$ cat src/rtl/wdog_pkg.sv
package wdog_pkg;
  localparam logic [7:0] OFS_RELOAD      = 8'h00;
  localparam logic [7:0] OFS_INIT_NARROW = 8'h01;
  localparam logic [7:0] OFS_STAT_A      = 8'h04;
  localparam logic [7:0] OFS_STAT_B      = 8'h06;
  localparam logic [7:0] OFS_CTRL        = 8'h08;
  localparam logic [7:0] OFS_VETO        = 8'h0C;
  localparam logic [7:0] OFS_SMI         = 8'h10;
  localparam logic [7:0] OFS_INIT_WIDE   = 8'h12;

  localparam int HALT_BIT   = 11;
  localparam int TMO_BIT    = 3;
  localparam int SECOND_BIT = 1;
  localparam int SMIEN_BIT  = 13;
  localparam int VETO_BIT   = 0;
  localparam int MIN_INIT   = 4;

  typedef struct packed {
    logic reload;
    logic run;
  } wdogStrobe_t;
endpackage

$ cat src/rtl/wdog_datapath.sv
module wdog_datapath
  import wdog_pkg::*;
#(
  parameter int CNT_W       = 10,
  parameter int TICK_CYCLES = 75000000,
  parameter int DEF_INIT    = 50
) (
  input  logic             clk,
  input  logic             rstN,
  input  wdogStrobe_t      strobe,
  input  logic [CNT_W-1:0] initVal,
  output logic [CNT_W-1:0] count,
  output logic             expire
);
  localparam int PRE_W = (TICK_CYCLES > 1) ? $clog2(TICK_CYCLES) : 1;
  localparam logic [PRE_W-1:0] PRE_LAST = PRE_W'(TICK_CYCLES - 1);

  logic tick;

  generate
    if (TICK_CYCLES > 1) begin : g_prescale
      logic [PRE_W-1:0] preCnt;
      always_ff @(posedge clk) begin
        if (!rstN)               preCnt <= '0;
        else if (strobe.reload)  preCnt <= '0;
        else if (strobe.run)     preCnt <= (preCnt == PRE_LAST) ? '0 : preCnt + 1'b1;
      end
      assign tick = strobe.run && (preCnt == PRE_LAST);
    end else begin : g_direct
      assign tick = strobe.run;
    end
  endgenerate

  assign expire = tick && (count == '0) && !strobe.reload;

  always_ff @(posedge clk) begin
    if (!rstN)               count <= CNT_W'(DEF_INIT);
    else if (strobe.reload)  count <= initVal;
    else if (tick) begin
      if (count == '0)       count <= initVal;
      else                   count <= count - 1'b1;
    end
  end

  AST_HALT_HOLD: assert property (@(posedge clk) disable iff (!rstN)
    (!strobe.run && !strobe.reload) |=> $stable(count));

  AST_STEP_DOWN: assert property (@(posedge clk) disable iff (!rstN)
    (tick && count != '0 && !strobe.reload) |=> (count == $past(count) - 1'b1));

  AST_EXPIRE_RELOAD: assert property (@(posedge clk) disable iff (!rstN)
    expire |=> (count == $past(initVal)));

  AST_RELOAD_LOAD: assert property (@(posedge clk) disable iff (!rstN)
    strobe.reload |=> (count == $past(initVal)));
endmodule

$ cat src/rtl/wdog_regs.sv
module wdog_regs
  import wdog_pkg::*;
#(
  parameter int         CNT_W    = 10,
  parameter logic [7:0] INIT_OFS = 8'h12,
  parameter int         DEF_INIT = 50
) (
  input  logic             clk,
  input  logic             rstN,
  input  logic             wrEn,
  input  logic [7:0]       addr,
  input  logic [15:0]      wrData,
  output logic [15:0]      rdData,
  input  logic             rebootLock,
  input  logic             expire,
  input  logic [CNT_W-1:0] count,
  output wdogStrobe_t      strobe,
  output logic [CNT_W-1:0] initVal,
  output logic             rstReq,
  output logic             smiReq
);
  logic haltBit, vetoFlag, smiEn, tmoFlag, secondFlag;
  logic vetoRd;
  logic wrInit, wrCtrl, wrVeto, wrSmi, wrStatA, wrStatB;
  logic [CNT_W-1:0] initField;
  logic initLegal;

  assign wrInit  = wrEn && (addr == INIT_OFS);
  assign wrCtrl  = wrEn && (addr == OFS_CTRL);
  assign wrVeto  = wrEn && (addr == OFS_VETO);
  assign wrSmi   = wrEn && (addr == OFS_SMI);
  assign wrStatA = wrEn && (addr == OFS_STAT_A);
  assign wrStatB = wrEn && (addr == OFS_STAT_B);

  assign initLegal = wrData[CNT_W-1:0] >= CNT_W'(MIN_INIT);
  assign vetoRd    = vetoFlag || rebootLock;

  assign strobe.reload = wrEn && (addr == OFS_RELOAD);
  assign strobe.run    = !haltBit;
  assign initVal       = initField;

  always_ff @(posedge clk) begin
    if (!rstN) begin
      initField  <= CNT_W'(DEF_INIT);
      haltBit    <= 1'b1;
      vetoFlag   <= 1'b1;
      smiEn      <= 1'b1;
      tmoFlag    <= 1'b0;
      secondFlag <= 1'b0;
      rstReq     <= 1'b0;
      smiReq     <= 1'b0;
    end else begin
      if (wrInit && initLegal) initField <= wrData[CNT_W-1:0];
      if (wrCtrl) haltBit  <= wrData[HALT_BIT];
      if (wrVeto) vetoFlag <= wrData[VETO_BIT];
      if (wrSmi)  smiEn    <= wrData[SMIEN_BIT];

      if (expire)                            tmoFlag <= 1'b1;
      else if (wrStatA && wrData[TMO_BIT])   tmoFlag <= 1'b0;

      if (expire && tmoFlag)                  secondFlag <= 1'b1;
      else if (wrStatB && wrData[SECOND_BIT]) secondFlag <= 1'b0;

      rstReq <= expire && !vetoRd;
      smiReq <= expire && smiEn;
    end
  end

  always_comb begin
    rdData = '0;
    if (addr == OFS_RELOAD)      rdData = 16'(count);
    else if (addr == INIT_OFS)   rdData = 16'(initField);
    else if (addr == OFS_CTRL)   rdData[HALT_BIT]   = haltBit;
    else if (addr == OFS_VETO)   rdData[VETO_BIT]   = vetoRd;
    else if (addr == OFS_SMI)    rdData[SMIEN_BIT]  = smiEn;
    else if (addr == OFS_STAT_A) rdData[TMO_BIT]    = tmoFlag;
    else if (addr == OFS_STAT_B) rdData[SECOND_BIT] = secondFlag;
  end

  AST_INIT_REJECT: assert property (@(posedge clk) disable iff (!rstN)
    (wrInit && !initLegal) |=> $stable(initField));

  AST_RST_GATED: assert property (@(posedge clk) disable iff (!rstN)
    rstReq |-> !$past(vetoRd));

  AST_RST_PULSE: assert property (@(posedge clk) disable iff (!rstN)
    rstReq |=> !rstReq);

  AST_TMO_SET: assert property (@(posedge clk) disable iff (!rstN)
    expire |=> tmoFlag);

  AST_SMI_GATED: assert property (@(posedge clk) disable iff (!rstN)
    smiReq |-> $past(smiEn));
endmodule

$ cat src/rtl/wdog_timer.sv
module wdog_timer
  import wdog_pkg::*;
#(
  parameter int TICK_CYCLES = 75000000,
  parameter bit LEGACY      = 1'b0,
  parameter int DEF_INIT    = 50
) (
  input  logic        clk,
  input  logic        rstN,
  input  logic        wrEn,
  input  logic [7:0]  addr,
  input  logic [15:0] wrData,
  output logic [15:0] rdData,
  input  logic        rebootLock,
  output logic        rstReq,
  output logic        smiReq
);
  localparam int         CNT_W    = LEGACY ? 6 : 10;
  localparam logic [7:0] INIT_OFS = LEGACY ? OFS_INIT_NARROW : OFS_INIT_WIDE;

  wdogStrobe_t      strobe;
  logic [CNT_W-1:0] initVal;
  logic [CNT_W-1:0] count;
  logic             expire;

  wdog_regs #(.CNT_W(CNT_W), .INIT_OFS(INIT_OFS), .DEF_INIT(DEF_INIT)) u_regs (
    .clk(clk), .rstN(rstN), .wrEn(wrEn), .addr(addr), .wrData(wrData),
    .rdData(rdData), .rebootLock(rebootLock), .expire(expire), .count(count),
    .strobe(strobe), .initVal(initVal), .rstReq(rstReq), .smiReq(smiReq)
  );

  wdog_datapath #(.CNT_W(CNT_W), .TICK_CYCLES(TICK_CYCLES), .DEF_INIT(DEF_INIT)) u_dp (
    .clk(clk), .rstN(rstN), .strobe(strobe), .initVal(initVal),
    .count(count), .expire(expire)
  );
endmodule

$ cat config.mk
export PLATFORM = sky130hd
export DESIGN_NAME = wdog_timer
export DESIGN_NICKNAME = d
export VERILOG_FILES = /design/src/rtl/wdog_pkg.sv /design/src/rtl/wdog_datapath.sv /design/src/rtl/wdog_regs.sv /design/src/rtl/wdog_timer.sv
export SDC_FILE = /design/constraint.sdc
export NUM_CORES = 1
export LEC_CHECK = 0
export BUFFER_PORTS_ARGS = -buffer_cell sky130_fd_sc_hd__buf_2
export CAP_MARGIN = 15
export CORE_MARGIN = 2
export CORE_UTILIZATION = 40
export DETAILED_ROUTE_END_ITERATION = 10
export PLACE_DENSITY_LB_ADDON = 0.15
export SLEW_MARGIN = 30
export SYNTH_ARGS = -nofsm -noshare
export SYNTH_HDL_FRONTEND = slang
export SYNTH_SLANG_ARGS = --single-unit
$ cat constraint.sdc
create_clock -name clk -period 3.2 [get_ports clk]
set_input_delay 0.64 -clock clk [delete_from_list [all_inputs] [get_ports clk]]
set_output_delay 0.64 -clock clk [all_outputs]
set_load 0.02 [all_outputs]
==> reports/results.ini <==
[power]
finalPower_w=0.00119
intPower_w=0.000940
combPwrFrac=0.041
power_leakage_nw=1.21
p_seq_frac=0.563
ir_drop_uv=171
power_density_nw_per_um2=364
clkPwrFrac=0.395
p_switching_w=0.000253
swShare=0.212

[logic_synthesis]
ys_ff_latch=54
synth_area_um2=2930
netlist.area_leader.share=0.369
synthDistinctLibCells=55
synth-async-reset-ratio=0
syn_inst=342
postSynthAreaPerCell_um2=8.56
synth_most_common_cell=dfxtp_1
synth_edf_count=0
ys_seq_area_frac=0.369
synth_ff_type=dfxtp_1
synth.area.top_cells=dfxtp_1 37%, xnor2_1 6.3%, nor2_1 4.6%
ys_warn_count=0
synth_commonest_cells=54 x dfxtp_1, 36 x nor2_1, 21 x xnor2_1
synth_top_cell_by_area=dfxtp_1

[setup_path]
rrSetupSlack_ns=0.78
cp_slowest_cell=or4_1
path_delay_family=simple AND/OR/NAND/NOR gates
crit_path_start=addr[3]
crit_top_cell=buf_2
worst-path-stages=7
cp_max_fo=11
crit_path_cell_trace=buf_2 -> or4_1 -> nor4_1 -> buf_4 -> a32oi_1 -> a21oi_1 -> buf_2
cp-start-kind=input pin
end_kind=primary output
timing.rr.end=u_dp.count[3]
critPathMaxStageDelay_ns=0.54
path_class=input pin to primary output
worstPathRequired_ns=2.56
cp.arrival_ns=2.20
r2r_start=u_dp.count[1]
path_buf_inv=3
r2r_cells=8

[die]
fp-row-count=31
core_um2=7180
die_w_um=89.6
initial_core_util=0.408
dieArea_um2=8020
die_y_um=89.6
ioPinCount=46

[clock_tree]
cts_resized=0
postCtsHoldBufs=0
cts_buffers=5
root_buffer=clkbuf_8
postCtsSetupBuffers=0
htreeDepth=2
clkLatencyLatePin_ns=0.31
clockBufferDepth=2
cts_tree=done
cts.clk_slew.worst_paths_ns=0.09
cts.sinks=54

[layout]
n_antenna_cell=0
finalNonFillerCells=472
final.fill_count=737
drive_gt1_frac=0.166
fin_nets=403
syn_to_final_growth_pct=11.8

[flow_run]
max_cap_violations=0

[global_route]
grtUsageTotal=0.164
grt_pass1_vias=2157
grt_antenna_before_repair=0
grt.overflow.total=0
grt_pass1_wl_mm=10.4
grt_max_degree=29

[sta]
relSlewSlack=0.600
fin_skew_ns=0.00632
setup_viol=0
period_share=0.889
max_freq_mhz=352
worst_pin_slew_ns=0.595
hold_viol=0
setup_tns_ns=0
slew_violations=0
period_needed_ns=2.84
rsz0062_at_grt=false

[worst_hold_path]
hold_depth=1
hold_start=u_regs.vetoFlag
hold_path_class=register to register
min_to=u_regs.rstReq

[place]
dp.cells=465
port_buffers=37
globalplace.congestion=0.754
hpwlAfterDp_mm=4.61

[drt]
via_per_inst=5.33
routed_wl_mm=6.46
routedWlPerCell_um=13.7
drt_iter0_markers=123
ant_nets=0
drtPass1Iterations=4
route.detailed.drc=0
vias=2518

[run_status]
status=finished, final reports clean

routing by layer:
metal / vias to the layer above / wire (um) / track usage
li1: 1289 / - / -
met1: 1181 / 3330 / 0.240
met2: 44 / 2900 / 0.251
met3: 4 / 192 / 0.0293
met4: 0 / 38 / 0.0407
met5: - / 0 / 0
kinds of logic after synthesis:
family                   synth area share
adder cells (fa/ha/maj)           0.00854
XOR/XNOR                           0.0777
AO/OA/AOI/OAI                       0.144
other                             0.00128
AND/OR/NAND/NOR                     0.298
buffers and inverters              0.0577
multiplexers                       0.0444
flip-flops                          0.369
how the worst max path moves through the flow:
| stage | end | slack [ns] |
|---|---|---|
| global route | rdData[1] | 0.22 |
| floorplan | rdData[1] | 0.39 |
| global placement | rdData[1] | 0.34 |
| detailed placement | rdData[1] | 0.35 |
| CTS | rdData[1] | 0.34 |
| finish | rdData[1] | 0.36 |
stage by stage:
stage                     utilization  worst slack (ns)  hold WS [ns]  cell area [um^2]
final                           0.456             0.357         0.443              3280
after global routing            0.456             0.216         0.459              3280
after CTS                       0.456             0.343         0.442              3280
after detailed placement        0.441             0.347         0.429              3160
after global placement          0.441             0.339         0.428              3160
after floorplan                     -             0.392         0.415              2940
worst register-to-register path: cells and delay by family (launching register included):
kind                     cells  cell delay (ns)
buffers and inverters        2             0.37
AO/OA/AOI/OAI                2             0.25
adder cells (fa/ha/maj)      1             0.23
flip-flops                   1             0.33
AND/OR/NAND/NOR              3             1.15
cell type report:
class                           instances  area, um^2  share of cell area
Tap cell                               99         124              0.0378
Timing Repair Buffer                   43         230              0.0703
Clock inverter                          1        30.0             0.00917
Clock buffer                            6        82.6              0.0252
Inverter                               10        37.5              0.0115
Multi-Input combinational cell        259        1690               0.516
Sequential cell                        54        1080               0.330
state kept, by name (all words and copies together) (netlist names):
name                    count
u_regs.vetoFlag             1
u_regs.secondFlag           1
u_regs.haltBit              1
u_regs.rstReq               1
u_regs.smiEn                1
u_dp.g_prescale.preCnt     27
u_regs.tmoFlag              1
u_dp.count                 10
u_regs.initVal             10
u_regs.smiReq               1
cell usage in the layout (no fill, tap or decap), types with 6 or more instances in the layout:
cell type  instances
a21oi_1           13
a22o_1             7
and3_1             9
and4_1            10
buf_2             37
buf_4              6
clkbuf_8           6
dfxtp_1           54
inv_1             10
mux2i_1           13
nand2_1           20
nand3_1           11
nand4_1            8
nor2_1            36
nor2b_1            9
nor3_1            16
nor4_1            10
o21ai_0           12
xnor2_1           21
power by group through the flow:
stage                     combinational (W)  clock (W)  sequential, W
after floorplan                   0.0000278          0       0.000688
after global routing              0.0000555   0.000509       0.000672
after CTS                         0.0000501   0.000483       0.000672
final                             0.0000493   0.000471       0.000672
after global placement            0.0000497          0       0.000688
after detailed placement          0.0000500          0       0.000688
Note: power is estimated with default switching activity, not from simulation.
